`src/rtl/upd_cache_pkg.sv`:
```
// Shared types for the write-update cache controller: line states,
// bus command codes and the snoop state transition.
package upd_cache_pkg;

    typedef enum logic [2:0] {
        LN_ABSENT  = 3'd0,
        LN_EXCL    = 3'd1,
        LN_SHCLEAN = 3'd2,
        LN_SHOWN   = 3'd3,
        LN_DIRTY   = 3'd4
    } line_state_t;

    typedef enum logic [1:0] {
        BC_NONE      = 2'd0,
        BC_READ      = 2'd1,
        BC_UPDATE    = 2'd2,
        BC_WRITEBACK = 2'd3
    } bus_cmd_t;

    // True when this cache must eventually write the line to memory.
    function automatic logic is_dirty(line_state_t s);
        return (s == LN_SHOWN) || (s == LN_DIRTY);
    endfunction

    // State of a held line after a peer transaction hits it.
    function automatic line_state_t snoop_next(line_state_t s, bus_cmd_t c);
        line_state_t r;
        r = s;
        case (c)
            BC_READ:   r = is_dirty(s) ? LN_SHOWN : LN_SHCLEAN;
            BC_UPDATE: r = LN_SHCLEAN;
            default:   r = s;
        endcase
        return r;
    endfunction

endpackage

```
`src/rtl/upd_line_store.sv`:
```
// Direct-mapped line store: tag, word and coherence state per line.
// Two combinational read ports (processor, snoop) and two write ports.
// Assumes the two write ports never target a line in the same cycle;
// if they do, the snoop port wins.
module upd_line_store
    import upd_cache_pkg::*;
#(
    parameter int LINES  = 4,
    parameter int TAG_W  = 6,
    parameter int DATA_W = 16,
    localparam int IDX_W = $clog2(LINES)
) (
    input  logic              clk,
    input  logic              rst_n,
    input  logic [IDX_W-1:0]  a_idx,
    output logic [TAG_W-1:0]  a_tag,
    output logic [DATA_W-1:0] a_data,
    output line_state_t       a_state,
    input  logic [IDX_W-1:0]  b_idx,
    output logic [TAG_W-1:0]  b_tag,
    output logic [DATA_W-1:0] b_data,
    output line_state_t       b_state,
    input  logic              p_we,
    input  logic [TAG_W-1:0]  p_tag,
    input  logic [DATA_W-1:0] p_data,
    input  line_state_t       p_state,
    input  logic              s_we,
    input  line_state_t       s_state,
    input  logic              s_data_we,
    input  logic [DATA_W-1:0] s_data
);

    logic [TAG_W-1:0]  line_tag   [LINES];
    logic [DATA_W-1:0] line_data  [LINES];
    line_state_t       line_state [LINES];

    for (genvar g = 0; g < LINES; g++) begin : g_line
        logic [TAG_W-1:0]  tag_r;
        logic [DATA_W-1:0] data_r;
        line_state_t       st_r;
        logic              s_hit, p_hit;

        assign s_hit = s_we && (b_idx == IDX_W'(g));
        assign p_hit = p_we && (a_idx == IDX_W'(g));

        // Per-line storage update: snoop port first, then processor port.
        always_ff @(posedge clk) begin
            if (!rst_n) begin
                tag_r  <= '0;
                data_r <= '0;
                st_r   <= LN_ABSENT;
            end else if (s_hit) begin
                st_r <= s_state;
                if (s_data_we) data_r <= s_data;
            end else if (p_hit) begin
                tag_r  <= p_tag;
                data_r <= p_data;
                st_r   <= p_state;
            end
        end

        assign line_tag[g]   = tag_r;
        assign line_data[g]  = data_r;
        assign line_state[g] = st_r;
    end

    assign a_tag   = line_tag[a_idx];
    assign a_data  = line_data[a_idx];
    assign a_state = line_state[a_idx];
    assign b_tag   = line_tag[b_idx];
    assign b_data  = line_data[b_idx];
    assign b_state = line_state[b_idx];

    // A new tag may only replace a line that owes memory nothing.
    AST_NO_TAG_OVER_DIRTY: assert property (@(posedge clk) disable iff (!rst_n)
        !(p_we && !s_we && (p_tag != line_tag[a_idx]) && is_dirty(line_state[a_idx])));

endmodule

```
`src/rtl/upd_snoop_unit.sv`:
```
// Snoop-side decode: compares a peer transaction with the held line,
// drives the wired-OR shared and supply outputs, and computes the
// state/data update for the line store. Purely combinational.
module upd_snoop_unit
    import upd_cache_pkg::*;
#(
    parameter int TAG_W  = 6,
    parameter int DATA_W = 16
) (
    input  logic              snp_valid,
    input  bus_cmd_t          snp_cmd,
    input  logic [TAG_W-1:0]  snp_tag,
    input  logic [DATA_W-1:0] snp_data,
    input  logic [TAG_W-1:0]  line_tag,
    input  logic [DATA_W-1:0] line_data,
    input  line_state_t       line_state,
    output logic              shared_out,
    output logic              supply,
    output logic [DATA_W-1:0] supply_data,
    output logic              st_we,
    output line_state_t       st_next,
    output logic              data_we,
    output logic [DATA_W-1:0] data_next
);

    logic hit;

    // Decide whether the peer transaction touches the held copy.
    always_comb begin
        hit         = snp_valid && (line_state != LN_ABSENT) && (line_tag == snp_tag);
        shared_out  = hit && (snp_cmd == BC_READ || snp_cmd == BC_UPDATE);
        supply      = hit && (snp_cmd == BC_READ) && is_dirty(line_state);
        supply_data = supply ? line_data : '0;
        st_we       = shared_out;
        st_next     = snoop_next(line_state, snp_cmd);
        data_we     = hit && (snp_cmd == BC_UPDATE);
        data_next   = snp_data;
    end

endmodule

```
`src/rtl/upd_proc_ctrl.sv`:
```
// Processor-side sequencer. Latches one request, looks it up, and runs
// the writeback / read / update bus transactions the protocol needs.
// Assumes an atomic bus: a granted transaction completes in its grant
// cycle, and no snoop coincides with a grant. Array writes are held
// off in any cycle that carries a snoop.
module upd_proc_ctrl
    import upd_cache_pkg::*;
#(
    parameter int ADDR_W = 8,
    parameter int DATA_W = 16,
    parameter int LINES  = 4,
    localparam int IDX_W = $clog2(LINES),
    localparam int TAG_W = ADDR_W - IDX_W
) (
    input  logic              clk,
    input  logic              rst_n,
    input  logic              cpu_req_valid,
    output logic              cpu_req_ready,
    input  logic              cpu_req_write,
    input  logic [ADDR_W-1:0] cpu_req_addr,
    input  logic [DATA_W-1:0] cpu_req_wdata,
    output logic              cpu_resp_valid,
    output logic [DATA_W-1:0] cpu_resp_rdata,
    input  logic              snp_valid,
    output logic              bus_req_valid,
    output bus_cmd_t          bus_req_cmd,
    output logic [ADDR_W-1:0] bus_req_addr,
    output logic [DATA_W-1:0] bus_req_data,
    input  logic              bus_grant,
    input  logic              bus_shared_in,
    input  logic [DATA_W-1:0] bus_rdata,
    output logic [IDX_W-1:0]  look_idx,
    input  logic [TAG_W-1:0]  a_tag,
    input  logic [DATA_W-1:0] a_data,
    input  line_state_t       a_state,
    output logic              p_we,
    output logic [TAG_W-1:0]  p_tag,
    output logic [DATA_W-1:0] p_data,
    output line_state_t       p_state
);

    typedef enum logic [2:0] {P_IDLE, P_LOOK, P_UPD, P_WB, P_RD} pstate_t;

    pstate_t           pst, nxt;
    logic              req_write;
    logic [ADDR_W-1:0] req_addr;
    logic [DATA_W-1:0] req_wdata;
    logic              resp_set;
    logic [DATA_W-1:0] resp_val;
    logic [TAG_W-1:0]  req_tag;
    logic              hit, take, bus_done;

    assign req_tag       = req_addr[ADDR_W-1:IDX_W];
    assign look_idx      = req_addr[IDX_W-1:0];
    assign hit           = (a_state != LN_ABSENT) && (a_tag == req_tag);
    assign take          = (pst == P_IDLE) && cpu_req_valid && !snp_valid;
    assign cpu_req_ready = (pst == P_IDLE) && !snp_valid;
    assign bus_done      = bus_grant && !snp_valid;

    // Next step, bus request and array write for the current request.
    always_comb begin
        nxt           = pst;
        p_we          = 1'b0;
        p_tag         = a_tag;
        p_data        = a_data;
        p_state       = a_state;
        resp_set      = 1'b0;
        resp_val      = req_wdata;
        bus_req_valid = 1'b0;
        bus_req_cmd   = BC_NONE;
        bus_req_addr  = req_addr;
        bus_req_data  = req_wdata;
        case (pst)
            P_IDLE: if (take) nxt = P_LOOK;
            P_LOOK: if (!snp_valid) begin
                if (hit) begin
                    if (!req_write) begin
                        resp_set = 1'b1;
                        resp_val = a_data;
                        nxt      = P_IDLE;
                    end else if (a_state == LN_EXCL || a_state == LN_DIRTY) begin
                        p_we     = 1'b1;
                        p_data   = req_wdata;
                        p_state  = LN_DIRTY;
                        resp_set = 1'b1;
                        nxt      = P_IDLE;
                    end else begin
                        nxt = P_UPD;
                    end
                end else if (is_dirty(a_state)) begin
                    nxt = P_WB;
                end else begin
                    p_we    = (a_state != LN_ABSENT);
                    p_state = LN_ABSENT;
                    nxt     = P_RD;
                end
            end
            P_UPD: begin
                bus_req_valid = 1'b1;
                bus_req_cmd   = BC_UPDATE;
                if (bus_done) begin
                    p_we     = 1'b1;
                    p_tag    = req_tag;
                    p_data   = req_wdata;
                    p_state  = bus_shared_in ? LN_SHOWN : LN_DIRTY;
                    resp_set = 1'b1;
                    nxt      = P_IDLE;
                end
            end
            P_WB: begin
                if (!is_dirty(a_state)) begin
                    if (!snp_valid) begin
                        p_we    = (a_state != LN_ABSENT);
                        p_state = LN_ABSENT;
                        nxt     = P_RD;
                    end
                end else begin
                    bus_req_valid = 1'b1;
                    bus_req_cmd   = BC_WRITEBACK;
                    bus_req_addr  = {a_tag, look_idx};
                    bus_req_data  = a_data;
                    if (bus_done) begin
                        p_we    = 1'b1;
                        p_state = LN_ABSENT;
                        nxt     = P_RD;
                    end
                end
            end
            P_RD: begin
                bus_req_valid = 1'b1;
                bus_req_cmd   = BC_READ;
                if (bus_done) begin
                    p_we    = 1'b1;
                    p_tag   = req_tag;
                    p_data  = bus_rdata;
                    p_state = bus_shared_in ? LN_SHCLEAN : LN_EXCL;
                    nxt     = P_LOOK;
                end
            end
            default: nxt = P_IDLE;
        endcase
    end

    // Sequencer state, latched request and registered response.
    always_ff @(posedge clk) begin
        if (!rst_n) begin
            pst            <= P_IDLE;
            req_write      <= 1'b0;
            req_addr       <= '0;
            req_wdata      <= '0;
            cpu_resp_valid <= 1'b0;
            cpu_resp_rdata <= '0;
        end else begin
            pst            <= nxt;
            cpu_resp_valid <= resp_set;
            if (resp_set) cpu_resp_rdata <= resp_val;
            if (take) begin
                req_write <= cpu_req_write;
                req_addr  <= cpu_req_addr;
                req_wdata <= cpu_req_wdata;
            end
        end
    end

    AST_UPD_ON_SHARED_LINE: assert property (@(posedge clk) disable iff (!rst_n)
        (bus_req_valid && bus_req_cmd == BC_UPDATE) |-> (a_state == LN_SHCLEAN || a_state == LN_SHOWN));
    AST_UPD_HOLD: assert property (@(posedge clk) disable iff (!rst_n)
        (bus_req_valid && bus_req_cmd == BC_UPDATE && !bus_grant) |=>
        (bus_req_valid && bus_req_cmd == BC_UPDATE && $stable(bus_req_data)));
    AST_READ_NOT_OVER_DIRTY: assert property (@(posedge clk) disable iff (!rst_n)
        (bus_req_valid && bus_req_cmd == BC_READ) |-> !is_dirty(a_state));
    AST_SILENT_PRIVATE_WRITE: assert property (@(posedge clk) disable iff (!rst_n)
        (pst == P_LOOK && !snp_valid && hit && req_write && (a_state == LN_EXCL || a_state == LN_DIRTY))
        |=> (!bus_req_valid && cpu_resp_valid));
    AST_RESP_PULSE: assert property (@(posedge clk) disable iff (!rst_n)
        cpu_resp_valid |=> !cpu_resp_valid);

endmodule

```
`src/rtl/upd_cache_ctrl.sv`:
```
// Top of the write-update snooping cache controller: ties the
// processor sequencer and the snoop decoder to the shared line store.
// Assumes an atomic bus where snoops and own grants never coincide.
module upd_cache_ctrl
    import upd_cache_pkg::*;
#(
    parameter int ADDR_W = 8,
    parameter int DATA_W = 16,
    parameter int LINES  = 4,
    localparam int IDX_W = $clog2(LINES),
    localparam int TAG_W = ADDR_W - IDX_W
) (
    input  logic              clk,
    input  logic              rst_n,
    input  logic              cpu_req_valid,
    output logic              cpu_req_ready,
    input  logic              cpu_req_write,
    input  logic [ADDR_W-1:0] cpu_req_addr,
    input  logic [DATA_W-1:0] cpu_req_wdata,
    output logic              cpu_resp_valid,
    output logic [DATA_W-1:0] cpu_resp_rdata,
    output logic              bus_req_valid,
    output logic [1:0]        bus_req_cmd,
    output logic [ADDR_W-1:0] bus_req_addr,
    output logic [DATA_W-1:0] bus_req_data,
    input  logic              bus_grant,
    input  logic              bus_shared_in,
    input  logic [DATA_W-1:0] bus_rdata,
    input  logic              snp_valid,
    input  logic [1:0]        snp_cmd,
    input  logic [ADDR_W-1:0] snp_addr,
    input  logic [DATA_W-1:0] snp_data,
    output logic              snp_shared_out,
    output logic              snp_supply,
    output logic [DATA_W-1:0] snp_supply_data
);

    logic [IDX_W-1:0]  look_idx;
    logic [TAG_W-1:0]  a_tag, b_tag, p_tag;
    logic [DATA_W-1:0] a_data, b_data, p_data, s_data;
    line_state_t       a_state, b_state, p_state, s_state;
    logic              p_we, s_we, s_data_we;
    bus_cmd_t          cmd_out;

    assign bus_req_cmd = cmd_out;

    upd_proc_ctrl #(.ADDR_W(ADDR_W), .DATA_W(DATA_W), .LINES(LINES)) u_proc (
        .clk(clk), .rst_n(rst_n),
        .cpu_req_valid(cpu_req_valid), .cpu_req_ready(cpu_req_ready),
        .cpu_req_write(cpu_req_write), .cpu_req_addr(cpu_req_addr),
        .cpu_req_wdata(cpu_req_wdata), .cpu_resp_valid(cpu_resp_valid),
        .cpu_resp_rdata(cpu_resp_rdata), .snp_valid(snp_valid),
        .bus_req_valid(bus_req_valid), .bus_req_cmd(cmd_out),
        .bus_req_addr(bus_req_addr), .bus_req_data(bus_req_data),
        .bus_grant(bus_grant), .bus_shared_in(bus_shared_in), .bus_rdata(bus_rdata),
        .look_idx(look_idx), .a_tag(a_tag), .a_data(a_data), .a_state(a_state),
        .p_we(p_we), .p_tag(p_tag), .p_data(p_data), .p_state(p_state)
    );

    upd_snoop_unit #(.TAG_W(TAG_W), .DATA_W(DATA_W)) u_snoop (
        .snp_valid(snp_valid), .snp_cmd(bus_cmd_t'(snp_cmd)),
        .snp_tag(snp_addr[ADDR_W-1:IDX_W]), .snp_data(snp_data),
        .line_tag(b_tag), .line_data(b_data), .line_state(b_state),
        .shared_out(snp_shared_out), .supply(snp_supply), .supply_data(snp_supply_data),
        .st_we(s_we), .st_next(s_state), .data_we(s_data_we), .data_next(s_data)
    );

    upd_line_store #(.LINES(LINES), .TAG_W(TAG_W), .DATA_W(DATA_W)) u_store (
        .clk(clk), .rst_n(rst_n),
        .a_idx(look_idx), .a_tag(a_tag), .a_data(a_data), .a_state(a_state),
        .b_idx(snp_addr[IDX_W-1:0]), .b_tag(b_tag), .b_data(b_data), .b_state(b_state),
        .p_we(p_we), .p_tag(p_tag), .p_data(p_data), .p_state(p_state),
        .s_we(s_we), .s_state(s_state), .s_data_we(s_data_we), .s_data(s_data)
    );

    AST_SUPPLY_NEEDS_GRANTLESS: assert property (@(posedge clk) disable iff (!rst_n)
        snp_supply |-> (snp_shared_out && !p_we));

endmodule

```
`config.mk`:
```
export PLATFORM = sky130hd
export DESIGN_NAME = upd_cache_ctrl
export DESIGN_NICKNAME = d
export VERILOG_FILES = /design/src/rtl/upd_cache_pkg.sv /design/src/rtl/upd_line_store.sv /design/src/rtl/upd_snoop_unit.sv /design/src/rtl/upd_proc_ctrl.sv /design/src/rtl/upd_cache_ctrl.sv
export SDC_FILE = /design/constraint.sdc
export NUM_CORES = 1
export LEC_CHECK = 0
export ABC_AREA = 1
export BUFFER_PORTS_ARGS = -buffer_cell sky130_fd_sc_hd__buf_2
export CAP_MARGIN = 40
export CORE_MARGIN = 8
export CORE_UTILIZATION = 40
export CTS_CLUSTER_SIZE = 14
export DETAILED_ROUTE_END_ITERATION = 8
export SLEW_MARGIN = 10
export SYNTH_ARGS = -nofsm -noshare
export SYNTH_HDL_FRONTEND = slang
export SYNTH_HIERARCHICAL = 1
export SYNTH_SLANG_ARGS = --single-unit
```
`constraint.sdc`:
```
create_clock -name clk -period 5.4 [get_ports clk]
set_input_delay 1.08 -clock clk [delete_from_list [all_inputs] [get_ports clk]]
set_output_delay 1.08 -clock clk [all_outputs]
set_load 0.01 [all_outputs]
```
==> metrics.txt, run 1 <==
status finished clean; post-route minimum period between 4000 and 5000 ps; post-route total power about 3.5 mW; clock transition at the registers of the reported paths roughly 60 ps; Worst-Skew Late Latency ~430 ps; hold_buf cts 0; Post-DP HPWL between 20000 and 25000 µm; ratio of cells with drive above 1 in the final layout between 10 and 15%; Cells after Synth 1658; Seq cells post-synth about 150; CP max stage delay approximately 470 ps; worst path cell trace inv_1, nand2_1, inv_1, nand2_1, nand3_1, nor2_1, nand2_1, nand2_1, nand2_1, buf_4, o21ai_0, buf_2; global-route usage over all layers between 20% and 30%; Max-cap violations 0; Syn Nets ~1700; Vias/cell approximately 5.2; Slew @ Worst Pin 818 ps; H-tree lvl count 4; PwrDens about 310 nW/µm²; Post-Layout Inst Area ~11000 µm²; Final Skew around 9.4 ps; synthesized area per cell 5.96 µm²; crit path max fanout 47; Hold Path Stages 2; Routability Congestion 0.918; # port buffers approximately 140; CTS buffer count 17; Register Area ~2900 µm²; Worst path most repeated cell nand2_1; hold crit path type flip-flop to flip-flop; Placed Area 10600 µm²; final core occ between 40% and 50%; largest net degree at the start of global routing 59; initial DRC count 1254; Fin Setup TNS 0 ps; endpoints failing setup 0; drt total wl 34300 µm; CTS root buf clkbuf_16; worst path arrival time approximately 3600 ps; die area ~30000 µm²; R2R depth 21; initial antenna violation count 0; first-pass GRT wire length approximately 54000 µm; Non-Filler Instances 2058; Die H 173 µm; crit path kind flip-flop to output pin; Final Hold Viols 0; total grt overflow 0; TritonCTS Sinks roughly 150; worst hold start u_proc/req_wdata[5]; post-synthesis sequential area ratio roughly 30%; Worst setup SP type flip-flop; Area growth syn-to-layout 13.1%; Yosys cell types 35; RSZ-0062 raised after global routing false; Wirelength per Cell 16.7 µm; Setup crit end kind output pin; worst setup path start u_proc/req_addr[0]; Core ar. approximately 24000 µm²; drt pass-1 iters 8; Slew Viols, Final 0; Multi-input gate area 5590 µm²; Syn. warnings 6; fill count about 2600; setup bufs post-CTS 0; r2r startpoint u_proc/req_addr[0]; Cells after DPL 2026; CP max stage cell inv_1; Max clock buf depth 2; Initial Util 40.7%; Layout Nets 1796; Lkg Pwr about 5.4 nW; std cell rows between 50 and 60; number of global-route vias before repair 9549; Peak VDD IR ~200 µV; DRC errors left 0; worst relative slew slack about 45%; Tcrit/Tclk final between 80 and 90%; antenna cells 0; Vias between 10000 and 15000; IO Count about 140; post-synthesis cell area between 9000 and 10000 µm²; post_cts resized 0; die width 173 µm; WP data required between 4000 and 5000 ps; CTS tree yes; post-route ant nets 0; FMAX between 0.2 and 0.25 GHz
## path summary, 6_finish.rpt
path                                 endpoint  slack (ps)
hold reg to reg           u_proc/req_wdata[5]         480
setup reg to reg  u_store/g_line[1].data_r[8]        1150
setup / recovery              bus_req_data[5]         690
hold / removal            u_proc/req_wdata[5]         480
## cell type report
type                       instances  area share (%)
multi-input combinational       1188            50.0
timing repair buffer             157            7.72
clock buffer                      20            3.99
tap                              324            3.62
clock inverter                    12            1.62
inverter                         212            7.11
sequential                       145            25.9
## cells in the final DEF (no fill, tap or decap), drive strengths merged, types with 2 or more instances in the layout
master,synthesis,final
inv,209,211
buf,69,157
o211ai,46,46
nor2,230,230
clkbuf,44,20
nand3,107,107
bufinv,0,4
o21ai,96,96
a21oi,77,77
ha,2,2
nand2,530,530
nand4,25,25
dfxtp,145,145
clkinv,3,8
a22oi,51,51
nand3b,17,17
## critical path, delay by kind of cell, from the launching register on
family	cells	cell delay (ps)
AO/OA/AOI/OAI	1	340
AND/OR/NAND/NOR	7	1360
buffers and inverters	4	1030
flip-flops	1	460
## metrics by stage
step / setup WS [ps] / hold slack [ps]
finish: 692 / 480
global route: 491 / 506
CTS: 776 / 484
detailed placement: 1010 / 475
global placement: 1030 / 466
floorplan: 1590 / 438
## sequential cells by signal, indices dropped and copies added (netlist names)
name                   flops
u_proc/cpu_resp_valid      1
u_store/g_line.tag_r      24
u_proc/pst                 3
u_proc/cpu_resp_rdata     16
u_store/g_line.data_r     64
u_proc/req_wdata          16
u_store/g_line.st_r       12
u_proc/req_write           1
u_proc/req_addr            8
## logic make-up (layout without fill, tap and decap cells)
| logic type | Yosys count | count (layout) | synth area share (%) |
|---|---|---|---|
| xor gates and xnor gates | 1 | 1 | 0.0886 |
| DFF | 145 | 145 | 29.4 |
| buffers and inverters | 325 | 401 | 14.1 |
| and+or+nand+nor | 911 | 911 | 39.8 |
| AOI/OAI and AO/OA | 274 | 274 | 16.4 |
| adders and majority gates | 2 | 2 | 0.253 |
## where the power goes
part           internal, mW  leakage, nW  switching [mW]  total (mW)
Clock                 0.790        0.305           0.496        1.29
Combinational         0.295         3.93           0.676       0.971
Sequential             1.16         1.17          0.0771        1.24
## cell usage after synthesis (all sizes together)
master	n	area, µm²
clkinv	3	11.3
a31oi	1	6.26
o22ai	1	6.26
nand4	25	171
nor2	230	1010
nand3	107	581
a22oi	51	383
clkbuf	44	165
nand3b	17	128
nor3	1	16.3
o211ai	46	345
buf	69	435
ha	2	25.0
o21bai	1	7.51
nor4	1	6.26
a21oi	77	385
o21ai	96	480
xnor2	1	8.76
o31ai	1	7.51
dfxtp	145	2900
inv	209	785
nand2	530	2020
## metal layers
metal	up-vias	GRT usage [%]	share of wire, %
met4	0	6.43	1.6
met5	-	0	0
met1	4829	31.7	46
met2	506	32.2	42
met3	41	5.62	10
li1	5371	-	-
No activity file was read; power rests on OpenSTA's default activity.
==> run 2, diff against run 1 <==
Settings changed: CAP_MARGIN 40 to 30, CORE_MARGIN 8 to 3.
==> metrics.txt, run 2 (synthesis results as in run 1) <==
status finished clean; Slew Viols, Final 0; WHS Endpoint u_store/g_line[1].tag_r[5]; H-tree lvl count 4; crit path max fanout between 40 and 50; ratio of cells with drive above 1 in the final layout a little over an eighth; r2r startpoint u_proc/req_addr[0]; Vias/cell 5.22; Lkg Pwr approximately 5.4 nW; worst hold start u_store/g_line[1].tag_r[5]; Worst-Skew Late Latency about 430 ps; RSZ-0062 raised after global routing false; hold_buf cts 0; first-pass GRT wire length 52500 µm; Fin Setup TNS 0 ps; Setup crit end kind output pin; worst path arrival time ~3700 ps; Die H roughly 160 µm; post-route ant nets 0; CTS buffer count 17; antenna cells 0; commonest cells after routing, fill and taps aside 518 x nand2_1, 210 x nor2_1, 203 x inv_1; die width around 160 µm; total grt overflow 0; Multi-input gate area 5590 µm²; CTS root buf clkbuf_16; Max-cap violations 0; FMAX around 0.21 GHz; Routability Congestion approximately 0.88; Wirelength per Cell about 16 µm; Peak VDD IR roughly 160 µV; R2R depth 22; drt total wl between 30000 and 40000 µm; Max clock buf depth 2; drt pass-1 iters 6; most common cell after layout, fill and taps aside nand2_1; endpoints failing setup 0; Largest regs u_store/g_line.data_r: 64 flops, u_store/g_line.tag_r: 24 flops; clock transition at the registers of the reported paths around 60 ps; DRC errors left 0; Final Hold Viols 0; # port buffers approximately 140; hold crit path type flip-flop to flip-flop; initial antenna violation count 0; Placed Area around 11000 µm²; setup bufs post-CTS 0; Tcrit/Tclk final 88.5%; std cell rows between 50 and 60; Hold Path Stages 2; TritonCTS Sinks around 150; worst relative slew slack between 40% and 50%; Core ar. 23900 µm²; die area about 27000 µm²; Worst setup SP type flip-flop; Initial Util 41.4%; Area growth syn-to-layout 12.6%; final core occ between 40% and 50%; Final Skew 9.40 ps; Vias about 11000; Largest Register u_store/g_line.data_r; WP data required around 4300 ps; Post-DP HPWL 23000 µm; crit path kind flip-flop to output pin; IO Count about 140; R2R Path End u_store/g_line[2].data_r[14]; post-route minimum period 4780 ps; initial DRC count around 1200; global-route usage over all layers 24.8%; Slew @ Worst Pin 879 ps; CTS tree yes; PwrDens between 300 and 400 nW/µm²; max reg flops 64; Layout Nets between 1500 and 2000; Post-Layout Inst Area approximately 11000 µm²; largest net degree at the start of global routing 81; Register Area 2900 µm²; R2R Setup Slk approximately 1100 ps; post_cts resized 0; fill count roughly 2600; number of global-route vias before repair approximately 9500
## run 2: routing by layer
| metal | GRT usage, % | vias to the layer above | routed length [µm] |
|---|---|---|---|
| met3 | 4.77 | 32 | 3070 |
| met1 | 37.7 | 4824 | 15900 |
| met5 | 0 | - | 0 |
| li1 | - | 5349 | - |
| met4 | 5.23 | 0 | 402 |
| met2 | 36.3 | 481 | 14300 |
## run 2: how the worst max path moves through the flow
stage / startpoint / to / cells after the start
after global placement: snp_addr[0] / snp_supply_data[15] / 13
after global routing: u_proc/req_addr[0] / bus_req_data[3] / 14
after detailed placement: snp_addr[1] / snp_supply_data[15] / 13
after floorplan: snp_addr[0] / snp_supply_data[10] / 15
after CTS: u_proc/req_addr[0] / bus_req_data[15] / 14
final: u_proc/req_addr[0] / bus_req_data[15] / 14
## run 2: area by class of cell
type | instances | share of cell area, %
Inverter | 212 | 7.14
Timing Repair Buffer | 155 | 7.44
Multi-Input combinational cell | 1188 | 50.2
Sequential cell | 145 | 26.1
Clock buffer | 22 | 4.44
Clock inverter | 8 | 1.13
Tap cell | 319 | 3.58
## run 2: power by group
| part | leakage (nW) | internal, mW | switching, mW |
|---|---|---|---|
| combinational | 3.91 | 0.298 | 0.678 |
| sequential | 1.17 | 1.16 | 0.0717 |
| clock | 0.297 | 0.785 | 0.478 |
| total | 5.38 | 2.24 | 1.23 |
## run 2: worst max-delay path, stage by stage (launching register included)
cell,delay (ps)
dfxtp_1,300
buf_4,160
inv_1,70
nand2_1,350
inv_1,610
nand2_1,110
nand3_1,260
nor2_1,120
nand2_1,150
nand2_1,140
nand2_1,90
buf_4,410
nor2_1,70
a21oi_1,210
buf_2,180
## run 2: through the flow
step           cells  total power [mW]  hold slack (ps)  worst slack [ps]
2_1_floorplan   1658              1.92              438              1590
3_3_place_gp    2019              2.20              462               978
3_5_place_dp    2019              2.21              469               946
4_1_cts         2049              3.47              478               691
5_1_grt         2049              3.66              494               377
6_report        2049              3.47              476               619
==> run 3, diff against run 2 <==
Settings changed: ABC_AREA 1 to unset, CORE_UTILIZATION 40 to 30.
==> metrics.txt, run 3 <==
Routability Congestion about 0.94; Synth top cells by count 145 x dfxtp_1, 101 x nand2_1, 96 x o21ai_0, 60 x a21oi_1, 54 x inv_1; post-route total power around 2.5 mW; Multi-input gate area 5780 µm²; Peak VDD IR approximately 220 µV; Buf/Inv on CP 2; status finished clean; post_cts resized 0; commonest cells after routing, fill and taps aside 144 x dfxtp_1, 135 x buf_2, 101 x nand2_1; hold_buf cts 0; Worst-Skew Late Latency roughly 430 ps; crit path kind input pin to output pin; synthesized area per cell 8.92 µm²; Crit path max-delay family simple AND/OR/NAND/NOR gates; IO Count 136; WP data required 4320 ps; Core ar. a little over 30000 µm²; Largest Register u_store/g_line.data_r; initial antenna violation count 7; Wirelength per Cell roughly 23 µm; Synth area leaders dfxtp_1 30%, mux4_2 12%, o21ai_0 5.0%, nand2_1 4.0%, mux2_2 3.3%; global-route usage over all layers 19.9%; sw frac between 20% and 30%; largest net degree at the start of global routing 57; worst hold margin roughly 490 ps; Final Hold Viols 0; TritonCTS Sinks about 150; Layout Nets ~1200; clock share of power between 40% and 50%; Comb pwr share a little under a tenth; Hold Path Stages 2; WHS Endpoint u_proc/req_wdata[2]; top_reg_cell synth dfxtp_1; PwrDens between 200 and 250 nW/µm²; crit path max fanout 19; Yosys cell types 70; Cells after Synth between 1000 and 1500; CTS buffer count 17; worst relative slew slack 32.2%; Initial Util approximately 31%; total grt overflow 0; worst path cell trace buf_2, mux4_2, xor2_1, or4_4, nor4_1, buf_2; RSZ-0062 raised after global routing false; Final Skew roughly 12 ps; FMAX 0.208 GHz; Slew @ Worst Pin between 1000 and 1500 ps; CP max stage delay approximately 680 ps; Seq pwr share about 44%; leading area contributor after synthesis dfxtp_1; setup bufs post-CTS 0; fill count between 3000 and 4000; Slew Viols, Final 0; std cell rows 64; post-route minimum period around 4800 ps; Non-Filler Instances 1561; clock transition at the registers of the reported paths ~70 ps; final core occ ~36%; most common cell after layout, fill and taps aside dfxtp_1; Syn. warnings 6; Largest regs u_store/g_line.data_r: 64 flops, u_store/g_line.tag_r: 24 flops; dpl ws 614 ps; die width around 180 µm; Max clock buf depth 2; H-tree lvl count 4; Vias/cell approximately 6; Register Area 2900 µm²; top-area cell type share of the netlist area a little under a third; post-synthesis sequential area ratio around 30%; post-synthesis cell area 9570 µm²; post-route ant nets 0; drt total wl 35100 µm; Sw Pwr 0.685 mW; Vias 9172; worst path arrival time roughly 3700 ps; Lkg Pwr between 3 and 4 nW; CTS tree yes; Die H between 150 and 200 µm; R2R Path End u_store/g_line[0].data_r[15]; number of global-route vias before repair 8664; CTS root buf clkbuf_16; hold crit path type flip-flop to flip-flop; drt pass-1 iters 5; r2r startpoint u_proc/req_addr[0]; die area roughly 34000 µm²; first-pass GRT wire length between 50000 and 60000 µm; Syn Nets around 1100; R2R Setup Slk around 1300 ps; ratio of cells with drive above 1 in the final layout 30.2%; max reg flops 64; Post-Layout Inst Area around 11000 µm²; # port buffers roughly 140; worst hold start u_proc/req_wdata[2]; Area growth syn-to-layout 15.1%; endpoints failing setup 0; internal power 1.85 mW; Worst path most repeated cell buf_2; DRC errors left 0; Setup crit end kind output pin; Max-cap violations 0; initial DRC count slightly above 900; Final Worst Setup Slack 602 ps; most frequent cell after synthesis dfxtp_1; R2R depth 12; Placed Area between 10000 and 15000 µm²; Fin Setup TNS 0 ps; Tcrit/Tclk final slightly below 90%; CP max stage cell or4_4; Post-DP HPWL about 25000 µm; EDFF count, synth 0; Post-synth ARST share 0%; Cells after DPL about 1500; Worst setup SP type input pin; Seq cells post-synth approximately 150
-- run 3: worst min-delay path: stages, from the launching register on --
cell	delay, ps
dfxtp_1	330
nand2_1	60
a21oi_1	50
-- run 3: area by class of cell --
cell class / instances / share of cell area, %
Antenna cell: 2 / 0.0454
Inverter: 54 / 1.84
Timing Repair Buffer: 181 / 9.52
Sequential cell: 145 / 26.4
Tap cell: 396 / 4.50
Clock buffer: 20 / 4.15
Clock inverter: 12 / 1.12
Multi-Input combinational cell: 751 / 52.5
-- run 3: layer usage --
metal  up-vias  global-route usage (%)  wire, µm
li1       4142                       -         -
met1      4460                    27.8     15100
met2       475                    29.3     15200
met3        83                    5.80      3680
met4        12                    7.05      1050
met5         -                       0        74
-- run 3: cells by family after synthesis --
group	synth area share, %
buffers and inverters	9.68
multiplexers	16.8
flip-flops	30.3
AO/OA/AOI/OAI	22.7
XOR/XNOR	1.28
adder cells (fa/ha/maj)	0.262
AND/OR/NAND/NOR	18.9
-- run 3: worst max path at each step --
stage                       startpoint                     endpoint  slack, ps  depth (start not counted)
finish                     snp_addr[0]           snp_supply_data[7]        600                          6
global route        u_proc/req_addr[0]             bus_req_data[10]        390                          9
floorplan                  snp_addr[0]  u_store/g_line[0].data_r[5]        880                         14
detailed placement         snp_addr[0]           snp_supply_data[6]        610                          6
global placement           snp_addr[0]           snp_supply_data[5]        650                          6
CTS                        snp_addr[0]           snp_supply_data[6]        610                          6
-- run 3: power groups by stage --
stage | Sequential [mW] | Combinational (mW) | Clock, mW
after detailed placement | 1.12 | 0.239 | 0
after global placement | 1.12 | 0.235 | 0
after global routing | 1.10 | 0.261 | 1.24
after CTS | 1.10 | 0.241 | 1.20
final | 1.10 | 0.243 | 1.19
after floorplan | 1.11 | 0.164 | 0
